$ cat src/rtl/dma_pf_pkg.sv
package dma_pf_pkg;
   typedef enum logic [1:0] {
      PF_IDLE   = 2'd0,
      PF_ARMED  = 2'd1,
      PF_STREAM = 2'd2
   } pf_state_e;
endpackage

$ cat src/rtl/dma_pf_ctrl.sv
module dma_pf_ctrl
   import dma_pf_pkg::*;
#(
   parameter int WORDS          = 512,
   parameter bit EARLY_PREFETCH = 1'b0,
   localparam int AW            = $clog2(WORDS)
) (
   input  logic clk,
   input  logic rst_n,
   input  logic start_i,
   input  logic attr_vld_i,
   input  logic next_i,
   output logic restart_o,
   output logic fetch_o,
   output logic busy_o,
   output logic done_o
);
   localparam logic [AW-1:0] LAST_IDX = AW'(WORDS - 1);

   pf_state_e       state_q, state_d;
   logic [AW-1:0]   taken_q;
   logic            prime;
   logic            advance;
   logic            last_take;

   assign restart_o = (state_q == PF_IDLE) && start_i;
   assign advance   = (state_q == PF_STREAM) && next_i;
   assign last_take = advance && (taken_q == LAST_IDX);

   generate
      if (EARLY_PREFETCH) begin : g_early
         assign prime = restart_o;
      end else begin : g_on_attr
         assign prime = (state_q == PF_ARMED) && attr_vld_i;
      end
   endgenerate

   assign fetch_o = prime || (advance && !last_take);
   assign busy_o  = (state_q != PF_IDLE);

   always_comb begin
      state_d = state_q;
      unique case (state_q)
         PF_IDLE:   if (start_i)    state_d = EARLY_PREFETCH ? PF_STREAM : PF_ARMED;
         PF_ARMED:  if (attr_vld_i) state_d = PF_STREAM;
         PF_STREAM: if (last_take)  state_d = PF_IDLE;
         default:                   state_d = PF_IDLE;
      endcase
   end

   always_ff @(posedge clk or negedge rst_n) begin
      if (!rst_n) begin
         state_q <= PF_IDLE;
         taken_q <= '0;
         done_o  <= 1'b0;
      end else begin
         state_q <= state_d;
         done_o  <= last_take;
         if (restart_o)    taken_q <= '0;
         else if (advance) taken_q <= taken_q + 1'b1;
      end
   end
endmodule

$ cat src/rtl/dma_pf_ptr.sv
module dma_pf_ptr #(
   parameter int AW = 9
) (
   input  logic          clk,
   input  logic          rst_n,
   input  logic          restart_i,
   input  logic          fetch_i,
   output logic [AW-1:0] rd_addr_o
);
   logic [AW-1:0] ptr_q;

   assign rd_addr_o = restart_i ? '0 : ptr_q;

   always_ff @(posedge clk or negedge rst_n) begin
      if (!rst_n)         ptr_q <= '0;
      else if (fetch_i)   ptr_q <= rd_addr_o + 1'b1;
      else if (restart_i) ptr_q <= '0;
   end
endmodule

$ cat src/rtl/dma_pf_mux.sv
module dma_pf_mux #(
   parameter int DATA_W = 64
) (
   input  logic              sel_attr_i,
   input  logic [DATA_W-1:0] attr_i,
   input  logic [DATA_W-1:0] word_i,
   output logic [DATA_W-1:0] bus_o
);
   assign bus_o = sel_attr_i ? attr_i : word_i;
endmodule

$ cat src/rtl/dma_prefetch_src.sv
module dma_prefetch_src #(
   parameter int  DATA_W         = 64,
   parameter int  BLOCK_BYTES    = 4096,
   parameter bit  EARLY_PREFETCH = 1'b0,
   localparam int BYTES_PER_WORD = DATA_W / 8,
   localparam int WORDS          = BLOCK_BYTES / BYTES_PER_WORD,
   localparam int AW             = $clog2(WORDS)
) (
   input  logic              clk,
   input  logic              rst_n,
   input  logic              start_i,
   input  logic              attr_vld_i,
   input  logic [DATA_W-1:0] attr_i,
   input  logic              next_i,
   output logic              rd_en_o,
   output logic [AW-1:0]     rd_addr_o,
   input  logic [DATA_W-1:0] rd_data_i,
   output logic [DATA_W-1:0] data_o,
   output logic              busy_o,
   output logic              done_o
);
   // elaboration-time parameter checks
   if (DATA_W < 8 || (DATA_W % 8) != 0) begin : g_bad_width
      $error("DATA_W must be a positive multiple of 8");
   end
   if ((BLOCK_BYTES % BYTES_PER_WORD) != 0 || WORDS < 2 || (1 << AW) != WORDS) begin : g_bad_block
      $error("block must hold a power-of-two word count of at least 2");
   end

   logic restart;
   logic fetch;

   dma_pf_ctrl #(
      .WORDS          (WORDS),
      .EARLY_PREFETCH (EARLY_PREFETCH)
   ) u_ctrl (
      .clk        (clk),
      .rst_n      (rst_n),
      .start_i    (start_i),
      .attr_vld_i (attr_vld_i),
      .next_i     (next_i),
      .restart_o  (restart),
      .fetch_o    (fetch),
      .busy_o     (busy_o),
      .done_o     (done_o)
   );

   dma_pf_ptr #(
      .AW (AW)
   ) u_ptr (
      .clk       (clk),
      .rst_n     (rst_n),
      .restart_i (restart),
      .fetch_i   (fetch),
      .rd_addr_o (rd_addr_o)
   );

   dma_pf_mux #(
      .DATA_W (DATA_W)
   ) u_mux (
      .sel_attr_i (attr_vld_i),
      .attr_i     (attr_i),
      .word_i     (rd_data_i),
      .bus_o      (data_o)
   );

   assign rd_en_o = fetch;
endmodule

$ cat config.mk
export PLATFORM = sky130hd
export DESIGN_NAME = dma_prefetch_src
export DESIGN_NICKNAME = d
export VERILOG_FILES = /design/src/rtl/dma_pf_pkg.sv /design/src/rtl/dma_pf_ctrl.sv /design/src/rtl/dma_pf_ptr.sv /design/src/rtl/dma_pf_mux.sv /design/src/rtl/dma_prefetch_src.sv
export SDC_FILE = /design/constraint.sdc
export NUM_CORES = 1
export LEC_CHECK = 0
export ABC_AREA = 0
export ABC_CLOCK_PERIOD_IN_PS = 2300
export BUFFER_PORTS_ARGS = -buffer_cell sky130_fd_sc_hd__buf_2
export CAP_MARGIN = 25
export CORE_AREA = 8 8 83 85
export DETAILED_ROUTE_END_ITERATION = 16
export DIE_AREA = 0 0 91 93
export PLACE_DENSITY = 0.8
export SYNTH_ARGS = -nofsm -noshare
export SYNTH_HDL_FRONTEND = slang
export SYNTH_SLANG_ARGS = --single-unit
$ cat constraint.sdc
create_clock -name clk -period 2.3 [get_ports clk]
set_input_delay 0.115 -clock clk [delete_from_list [all_inputs] [get_ports clk]]
set_output_delay 0.115 -clock clk [all_outputs]
set_load 0.1 [all_outputs]
==> reports/qor.yml, run 1 <==
outcome:
  status: "completed"
placement:
  post-place-ws_ns: 0.2325
  io_buffer_count: 208
  post-dp-hpwl_um: 7824
  place_area_um2: 3079
  gp_congestion: 1.009
floorplan:
  die_area_um2: 8463
  fp.dieW_um: 91
  rows: 28
  die_h_um: 93
  io_pins: 209
  core_um2: 5675
  start_util_pct: 33.40
worst_setup_path:
  crit_required_ns: 2.18
  critPathCaptureType: "output port"
  cp_max_fo: 5
  crit_family: "simple AND/OR/NAND/NOR gates"
  max_stage_delay_ns: 0.41
  cpMaxStageDelayCell: "dfrtp_1"
  path_buf_inv: 1
  worstPathCellList: "ha_1 > nand2_1 > nor3_1 > ha_1 > nand4bb_4 > nand2_2 > buf_12"
  cp-start-kind: "flip-flop"
  crit_type: "reg2out"
  cp_common_cell: "ha_1"
  crit_arrival_ns: 1.99
clock_network:
  post_cts_buffers: 0
  cts_buffers: 3
  insertion_delay_ns: 0.26
  htreeDepth: 1
  clockRootBuffer: "clkbuf_8"
  clockBufferDepth: 2
  path_clk_slew_ns: 0.08
  cts.sinks: 21
  cts_tree: "yes"
route:
  vias: 2190
  ant_nets: 0
  drt_iter0_markers: 48
  dr.pass1.iters: 4
  post_drt_wl_per_cell_um: 19.24
  drt-total-wl_um: 8850
  vias_per_cell: 4.761
  drc_errors: 0
synthesis:
  syn_area_per_cell_um2: 10.71
  syn-num-nets: 313
  synth_cell_types: 34
  ys_ff_latch: 21
  synth_warnings: 0
  ys_seq_area_share_pct: 27.72
  synth_area_um2: 1896
  syn_inst: 177
power_and_ir_drop:
  power_w: 0.002334
  irDropWorstVdd_mv: 0.4642
  powerDensity_nw_per_um2: 743.2
  leakage_nw: 1.657
sta:
  hold_violations: 0
  max_freq_mhz: 475.0
  slew_viol_final: 0
  relSlewSlack_pct: 65.79
  tightest_slew_ns: 0.5168
  finalSetupViolations: 0
  final.setup_skew_ns: 0.002815
  rsz0062_at_grt: "false"
  fin_crit_ns: 2.105
  post-route-period-util_pct: 91.54
  setup_ws_ns: 0.1947
layout:
  final_nets: 521
  drive_above_1_share_pct: 77.34
  final_area_um2: 3141
  area_growth_pct: 65.68
grt:
  grt_usage_pct: 18.82
  grt_use_met2_pct: 34.64
  grt_max_degree: 48
  busiest_layer: "met2"
  grt_pass1_wl_um: 12700
  gr-total-overflow: 0
  grt_util_met3_pct: 3.686
  use_met1_pct: 21.78
  grt_pass1_vias: 2272
  grt_antenna_before_repair: 1
job:
  cap_violations: 0
hold_path:
  hp-class: "in2reg"
-- worst reg2reg max path, cell delays in order, from the launching register on --
cell and delay [ns]:
dfrtp_1 0.41, ha_1 0.24, nand2_1 0.09, nor3_1 0.06, ha_1 0.21, nand4bb_4 0.32
a21oi_4 0.24, nand3_2 0.10, mux2_4 0.30
-- cell type report --
type	count	area, µm²
flip-flops and latches	21	525.5
multi-input cells	142	1331
well taps	75	93.84
repair buffers	213	1124
fillers	514	2535
inverters	4	15.01
diodes	1	2.502
clock buffers	3	41.29
clock inverters	1	7.507
-- layout by cell type, fill, tap and decap left out, types with 3 or more instances in the layout --
cell	count
nor2b_1	3
buf_12	3
dfrtp_1	21
mux2_2	64
nor3_1	3
xnor2_1	8
inv_1	4
nand2_1	8
xor2_1	4
ha_1	3
nor2_1	12
buf_2	206
buf_4	3
nand3_1	6
clkbuf_8	3
-- synth_stat cells --
cell,n,area [µm²]
xor2_1,4,35.03
nor2_1,13,48.80
nand3b_4,1,20.02
nor3_1,3,15.01
inv_1,4,15.01
nand3_1,6,30.03
dfrtp_1,21,525.5
nand3_2,1,10.01
nor4_2,1,12.51
and3b_1,1,8.760
or2_2,1,6.260
nand3b_1,1,7.510
mux2_2,64,720.7
a211oi_2,1,12.51
buf_1,1,3.750
a22o_1,2,17.52
and2_1,1,6.260
mux2i_1,1,10.01
mux2_1,1,11.26
buf_2,9,45.04
a21oi_1,2,10.01
xnor2_1,8,70.07
nand4_1,2,12.51
nor3b_2,1,12.51
or3_1,1,6.260
a21oi_4,1,16.27
nand4bb_4,1,27.53
a2111oi_4,1,27.53
nand2_1,9,33.78
ha_1,3,37.54
o21ai_0,2,10.01
nor2b_1,7,43.79
mux2_4,1,15.01
nand3b_2,1,11.26
-- kinds of logic (layout without fill, tap and decap cells) --
family          count (synthesis)  in the layout  synth area share, %
other cells                     0              1                    0
flops                          21             21                27.72
fa+ha+maj                       3              3                1.980
mux                            67             67                39.93
compound gates                  9              9                4.951
simple gates                   51             51                16.50
buf+inv                        14            221                3.366
xor+xnor                       12             12                5.545
-- path summary, 6_finish.rpt --
kind / slack, ns / to / start / cells after the start
setup reg to reg: 0.22 / u_ptr.ptr_q[6] / u_ctrl.taken_q[0] / 8
hold reg to reg: 0.53 / u_ctrl.taken_q[8] / u_ctrl.taken_q[8] / 1
setup / recovery: 0.19 / rd_en_o / u_ctrl.taken_q[0] / 7
max in group asynchronous: 1.65 / u_ctrl.taken_q[8] / rst_n / 2
min in group asynchronous: 0.33 / u_ptr.ptr_q[4] / rst_n / 2
hold / removal: 0.12 / u_ctrl.state_q[0] / start_i / 3
-- report_power, final --
group	switching (W)	total, W	internal (W)	leakage, nW
clock network	0.000124	0.000246	0.000122	0.0217
logic	0.00120	0.00160	0.000396	1.35
registers	0.0000701	0.000489	0.000419	0.287
-- flip-flops by register name (all words and copies together), names as in the netlist --
name            flops
u_ctrl.taken_q      9
u_ptr.ptr_q         9
u_ctrl.state_q      2
u_ctrl.done_o       1
-- routing by layer --
metal / vias up / part of all wire (%)
met1: 1022 / 39
met2: 113 / 52
li1: 1043 / -
met4: 0 / 2.2
met3: 12 / 6.6
met5: - / 0
-- stage by stage --
step | cells | hold WS, ns | utilization (%) | setup TNS [ns]
floorplan | 177 | -0.1806 | - | -0.1563
global placement | 454 | 0.09029 | 54.25 | 0
detailed placement | 454 | 0.09728 | 54.25 | 0
CTS | 459 | 0.1232 | 55.29 | 0
global route | 460 | 0.1227 | 55.34 | 0
finish | 460 | 0.1237 | 55.34 | 0
-- repair_timing --
item / in CTS / in global routing
hold buffers: 1 / 0
hold endpoints to repair: 21 / 0
resized for setup: 0 / 0
Power figures use the tool's default switching activity.
==> run 2, diff against run 1 <==
--- a/config.mk
+++ b/config.mk
@@ -6,7 +6,7 @@
 export NUM_CORES = 1
 export LEC_CHECK = 0
 export ABC_AREA = 0
-export ABC_CLOCK_PERIOD_IN_PS = 2300
+export ABC_CLOCK_PERIOD_IN_PS = 2000
 export BUFFER_PORTS_ARGS = -buffer_cell sky130_fd_sc_hd__buf_2
 export CAP_MARGIN = 25
 export CORE_AREA = 8 8 83 85
==> constraint.sdc (replaced) <==
create_clock -name clk -period 2 [get_ports clk]
set_input_delay 0.1 -clock clk [delete_from_list [all_inputs] [get_ports clk]]
set_output_delay 0.1 -clock clk [all_outputs]
set_load 0.1 [all_outputs]
==> run 2 against run 1 <==
Clock power is 13% higher. Final area up 34%. Worst hold slack got worse by 0.0024 ns. Utilization up 19 points. Count of clock-buffer cells in the layout rose by 1. Critical path depth did not move. First-iteration DRC count grew 6.3%. Sequential cell count unchanged. Die area unchanged. Final cell count is 2.8% higher. Via count grew 3.5%. Critical path type unchanged. Critical endpoint unchanged.
==> reports/qor.yml, run 2 (synthesis results as in run 1) <==
sta:
  post-route-period-util_pct: 96.13
  max_freq_mhz: 520.1
  fin_crit_ns: 1.923
  slew_viol_final: 0  # unchanged
  final.setup_skew_ns: 0.002911  # +0.00009603 ns
  tightest_slew_ns: 0.5109  # -0.005906 ns
  final.setup.tns_ns: 0  # unchanged
  relSlewSlack_pct: 66.18  # +0.39 points
  hold_violations: 0  # unchanged
  finalSetupViolations: 0  # unchanged
grt:
  grt_pass1_vias: 2391  # +5.2%
  gr-total-overflow: 0  # unchanged
  grt_pass1_wl_um: 14640  # +15%
  grt_antenna_before_repair: 6  # +5
  grt_usage_pct: 22.44  # +3.6 points
  grt_max_degree: 40  # -17%
layout:
  layout_commonest_cell: "buf_2"
  final_nets: 529  # +1.5%
  area_growth_pct: 121.3
  reg.largest.list: "u_ctrl.taken_q x9, u_ptr.ptr_q x9, u_ctrl.state_q x2"
  fillerInstances: 377  # -27%
  final_area_um2: 4194  # +34%
  drive_above_1_share_pct: 79.85  # +2.5 points
  layout_common_cells: "buf_2, buf_12, mux2_2"
worst_setup_path:
  endpoint: "rd_en_o"
  worstRegToRegCells: 8  # unchanged
  max_stage_delay_ns: 0.40  # about the same
  crit_required_ns: 1.90  # -0.28 ns
  crit_arrival_ns: 1.82  # -0.17 ns
  cp_max_fo: 4  # -1
  critPathCaptureType: "output port"
  crit_start: "u_ctrl.taken_q[1]"
  crit_type: "reg2out"
  cp-start-kind: "flip-flop"
  rr_endpoint: "u_ptr.ptr_q[1]"
  reg2reg_from: "u_ctrl.taken_q[1]"
  worstPathCellList: "ha_2 > nand2_2 > nor3_2 > ha_1 > nand4bb_4 > nand2_2 > buf_12"
  cp_common_cell: "nand2_2"
  reg2reg_setup_slack_ns: 0.09  # -0.13 ns
  cpMaxStageDelayCell: "dfrtp_1"
floorplan:
  die_area_um2: 8463  # unchanged
  fp.dieW_um: 91  # unchanged
  die_h_um: 93  # unchanged
  start_util_pct: 33.40  # unchanged
  io_pins: 209  # unchanged
  rows: 28  # unchanged
  core_um2: 5675  # unchanged
power_and_ir_drop:
  netSwitchingFraction_pct: 54.07  # -5.8 points
  pwr-share-seq_pct: 18.2  # -2.8 points
  irDropWorstVdd_mv: 0.8876  # +91%
  powerDensity_nw_per_um2: 750.7  # +1.0%
  p_switching_w: 0.001702  # +22%
  p_int_w: 0.001446  # +54%
  combPwrFrac_pct: 72.9  # +4.4 points
  clkPwrFrac_pct: 8.8  # -1.8 points
  leakage_nw: 2.040  # +23%
route:
  ant_nets: 0  # unchanged
  drc_errors: 0  # unchanged
  vias: 2266  # +3.5%
  post_drt_wl_per_cell_um: 21.44  # +11%
  dr.pass1.iters: 4  # unchanged
  vias_per_cell: 4.791  # +0.63%
  drt_iter0_markers: 51  # +6.3%
  drt-total-wl_um: 10140  # +15%
hold_path:
  hp-class: "in2reg"
  holdPathStages: 3  # unchanged
  hp-start: "start_i"
clock_network:
  clockBufferDepth: 2  # unchanged
  htreeDepth: 1  # unchanged
  cts_tree: "yes"
  clockRootBuffer: "clkbuf_8"
  insertion_delay_ns: 0.26  # about the same
  cts.sinks: 21  # unchanged
  path_clk_slew_ns: 0.07  # about the same
  cts_buffers: 3  # unchanged
outcome:
  status: "completed"
job:
  cap_violations: 0  # unchanged
placement:
  gp_congestion: 0.9466  # -6.2%
  post-dp-hpwl_um: 8931  # +14%
  place_area_um2: 4091  # +33%
  io_buffer_count: 208  # unchanged
-- run 2: changes by cell type in the layout (fill, tap and decap cells not counted), sizes merged --
cell / delta
buf: +8
diode: +5
clkbuf: +1
clkinvlp: -1
-- run 2: repair_timing --
| action | CTS | global route |
|---|---|---|
| endpoints found under the hold margin | 21 | 0 |
| setup buffers | 1 | 2 |
| pin swaps | 1 | 6 |
| hold buffers | 1 | 0 |
| resized for setup | 0 | 5 |
| setup endpoints to repair | 1 | 7 |
-- run 2: power groups by stage --
stage / clock (W) / sequential (W) / combinational, W
after floorplan: 0 / 0.000563 / 0.00148
after global placement: 0 / 0.000571 / 0.00223
after detailed placement: 0 / 0.000581 / 0.00227
after CTS: 0.000283 / 0.000573 / 0.00228
after global routing: 0.000298 / 0.000587 / 0.00237
final: 0.000278 / 0.000574 / 0.00230
-- run 2: worst min-delay path by stage --
stage                        endpoint  slack (ns)
floorplan               u_ctrl.done_o       -0.20
global placement    u_ctrl.taken_q[2]        0.07
detailed placement  u_ctrl.taken_q[4]        0.08
CTS                 u_ctrl.state_q[0]        0.12
global route        u_ctrl.state_q[0]        0.17
finish              u_ctrl.state_q[0]        0.12
-- run 2: cell type report --
class	count	area (µm²)	area share, %
Antenna cell	6	15.01	0.3580
Timing Repair Buffer	221	2137	50.95
Tap cell	75	93.84	2.237
Sequential cell	21	528.0	12.59
Multi-Input combinational cell	142	1360	32.43
Inverter	4	15.01	0.3580
Clock buffer	4	45.04	1.074
-- run 2: critical path: cells and delay by family (launching register included) --
family                     cells  cell delay, ns
and+or+nand+nor                4            0.57
adders and majority gates      2            0.38
buffers and inverters          1            0.19
DFF                            1            0.40
-- run 2: metrics by stage --
| stage | total power, W | utilization [%] | std cells | hold WS (ns) | worst slack, ns |
|---|---|---|---|---|---|
| final | 0.003148 | 73.90 | 473 | 0.1213 | 0.07742 |
| after detailed placement | 0.002847 | 72.09 | 460 | 0.07875 | 0.03227 |
| after CTS | 0.003136 | 73.19 | 466 | 0.1237 | 0.01304 |
| after global routing | 0.003254 | 73.81 | 471 | 0.1745 | -0.01152 |
| after floorplan | 0.002044 | - | 177 | -0.1956 | -0.2480 |
| after global placement | 0.002800 | 72.09 | 460 | 0.07197 | 0.08185 |
-- run 2: per-layer routing --
layer  track usage, %  up-vias  routed length, µm  share of wire (%)
met5                0        -                 27               0.27
met4            8.186        4                223                2.2
met3            6.330       18                648                6.4
met2            41.90       97               5723                 56
met1            23.47     1080               3519                 35
li1                 -     1067                  -                  -
==> run 3, diff against run 2 <==
--- a/config.mk
+++ b/config.mk
@@ -10,6 +10,7 @@
 export BUFFER_PORTS_ARGS = -buffer_cell sky130_fd_sc_hd__buf_2
 export CAP_MARGIN = 25
 export CORE_AREA = 8 8 83 85
+export CTS_BUF_LIST = sky130_fd_sc_hd__clkbuf_2 sky130_fd_sc_hd__clkbuf_4 sky130_fd_sc_hd__clkbuf_8
 export DETAILED_ROUTE_END_ITERATION = 16
 export DIE_AREA = 0 0 91 93
 export PLACE_DENSITY = 0.8
==> run 3 against run 2 <==
Clock power is 5% higher. Register-to-register slack hardly changed. Final cell count is 0.42% lower. Largest power group unchanged. Clock skew is 0.0017 ns lower. Final area hardly changed. Global-route usage is 0.15 points lower. Count of clock-buffer cells in the layout stayed put.
==> reports/qor.yml, run 3 (synthesis results as in run 1) <==
placement:
  post-dp-hpwl_um: 8931  # unchanged
  io_buffer_count: 208  # unchanged
  place_area_um2: 4091  # unchanged
  gp_congestion: 0.9466  # unchanged
worst_setup_path:
  cp_max_fo: 4  # unchanged
  crit_family: "simple AND/OR/NAND/NOR gates"
  rr_endpoint: "u_ptr.ptr_q[1]"
  crit_start: "u_ctrl.taken_q[1]"
  critPathCaptureType: "output port"
  crit_type: "reg2out"
  reg2reg_from: "u_ctrl.taken_q[1]"
  cpMaxStageDelayCell: "dfrtp_1"
  worstRegToRegCells: 8  # unchanged
  cp_common_cell: "nand2_2"
  reg2reg_setup_slack_ns: 0.09  # about the same
  cp-start-kind: "flip-flop"
  crit_arrival_ns: 1.82  # about the same
  cp.depth: 7  # unchanged
  worstPathCellList: "ha_2 > nand2_2 > nor3_2 > ha_1 > nand4bb_4 > nand2_2 > buf_12"
  max_stage_delay_ns: 0.40  # about the same
  endpoint: "rd_en_o"
  path_buf_inv: 1  # unchanged
  crit_required_ns: 1.90  # about the same
floorplan:
  fp.dieW_um: 91  # unchanged
  io_pins: 209  # unchanged
  start_util_pct: 33.40  # unchanged
  die_h_um: 93  # unchanged
  die_area_um2: 8463  # unchanged
  rows: 28  # unchanged
  core_um2: 5675  # unchanged
layout:
  final_nets: 529  # unchanged
  layout_commonest_cell: "buf_2"
  drive_above_1_share_pct: 80.10  # +0.26 points
  final_area_um2: 4193  # about the same
  layout_common_cells: "buf_2, buf_12, mux2_2"
  reg.largest.list: "u_ctrl.taken_q x9, u_ptr.ptr_q x9, u_ctrl.state_q x2"
  area_growth_pct: 121.2  # about the same
  fillerInstances: 374  # -0.80%
  utilization_pct: 73.88  # about the same
sta:
  post-route-period-util_pct: 96.16  # about the same
  tightest_slew_ns: 0.5093  # -0.001593 ns
  final.setup_skew_ns: 0.001187  # -0.001724 ns
  max_freq_mhz: 520.0  # about the same
  hold_violations: 0  # unchanged
  fin_crit_ns: 1.923  # +0.0006028 ns
  relSlewSlack_pct: 66.28  # +0.11 points
  slew_viol_final: 0  # unchanged
  finalSetupViolations: 0  # unchanged
  final.setup.tns_ns: 0  # unchanged
grt:
  grt_usage_pct: 22.29  # -0.15 points
  grt_pass1_vias: 2385  # -0.25%
  gr-total-overflow: 0  # unchanged
  grt_pass1_wl_um: 14590  # -0.33%
  grt_antenna_before_repair: 6  # unchanged
  grt_max_degree: 40  # unchanged
power_and_ir_drop:
  irDropWorstVdd_mv: 0.8734  # -1.6%
  powerDensity_nw_per_um2: 753.5  # +0.38%
  leakage_nw: 2.044  # +0.17%
route:
  dr.pass1.iters: 4  # unchanged
  ant_nets: 0  # unchanged
  vias: 2277  # +0.49%
  drt_iter0_markers: 53  # +3.9%
  drc_errors: 0  # unchanged
  drt-total-wl_um: 10120  # -0.23%
  post_drt_wl_per_cell_um: 21.48  # +0.20%
  vias_per_cell: 4.834  # +0.91%
clock_network:
  cts.sinks: 21  # unchanged
  cts_buffers: 3  # unchanged
  clockRootBuffer: "clkbuf_8"
  htreeDepth: 1  # unchanged
  path_clk_slew_ns: 0.08  # about the same
  insertion_delay_ns: 0.26  # about the same
  clockBufferDepth: 2  # unchanged
  cts_tree: "yes"
hold_path:
  hp-start: "start_i"
  hp-class: "in2reg"
outcome:
  status: "completed"
job:
  cap_violations: 0  # unchanged
run 3: changes by cell type in the layout (fill, tap and decap cells not counted), sizes merged:
cell   delta
diode     -2
run 3: metrics by stage:
stage | std cells | setup slack, ns | hold slack, ns | power (W)
final | 471 | 0.07681 | 0.1233 | 0.003159
after global routing | 470 | -0.02542 | 0.1821 | 0.003263
after CTS | 466 | 0.006325 | 0.1311 | 0.003142
after detailed placement | 460 | 0.03227 | 0.07875 | 0.002847
after global placement | 460 | 0.08185 | 0.07197 | 0.002800
after floorplan | 177 | -0.2480 | -0.1956 | 0.002044
run 3: power by group:
| group | internal (W) | leakage, nW | switching [W] |
|---|---|---|---|
| clock | 0.000155 | 0.0262 | 0.000136 |
| combinational | 0.000818 | 1.73 | 0.00148 |
| sequential | 0.000486 | 0.284 | 0.0000888 |
| total | 0.00146 | 2.04 | 0.00170 |
run 3: cell type report:
cell class	instances	area (µm²)	area share (%)
Timing Repair Buffer	221	2137	50.97
Sequential cell	21	528.0	12.59
Tap cell	75	93.84	2.238
Inverter	4	15.01	0.3581
Antenna cell	4	10.01	0.2387
Multi-Input combinational cell	142	1360	32.44
Clock buffer	4	48.80	1.164
run 3: tightest hold or removal path: stages:
cell	delay, ns
buf_2	0.10
mux2i_1	0.06
nor2_1	0.08
run 3: how the worst min path moves through the flow:
stage | slack, ns | endpoint | cells after the start
detailed placement | 0.08 | u_ctrl.taken_q[4] | 1
global route | 0.18 | u_ctrl.state_q[0] | 3
CTS | 0.13 | u_ctrl.state_q[0] | 3
finish | 0.12 | u_ctrl.state_q[0] | 3
floorplan | -0.20 | u_ctrl.done_o | 0
global placement | 0.07 | u_ctrl.taken_q[2] | 1
run 3: timing repair:
action                                  CTS  global route
endpoints found under the setup margin    1             6
pin swaps                                 1             5
hold buffers                              1             0
hold endpoints to repair                 21             0
gates resized for setup                   0             5
buffers inserted                          1             2
run 3: per-layer routing:
layer  part of all wire, %  global-route usage (%)  wire length (µm)
met4                   2.1                   6.276               214
met3                   6.5                   6.010               661
met2                    56                   42.32              5696
met5                  0.41                       0                41
met1                    35                   23.56              3505
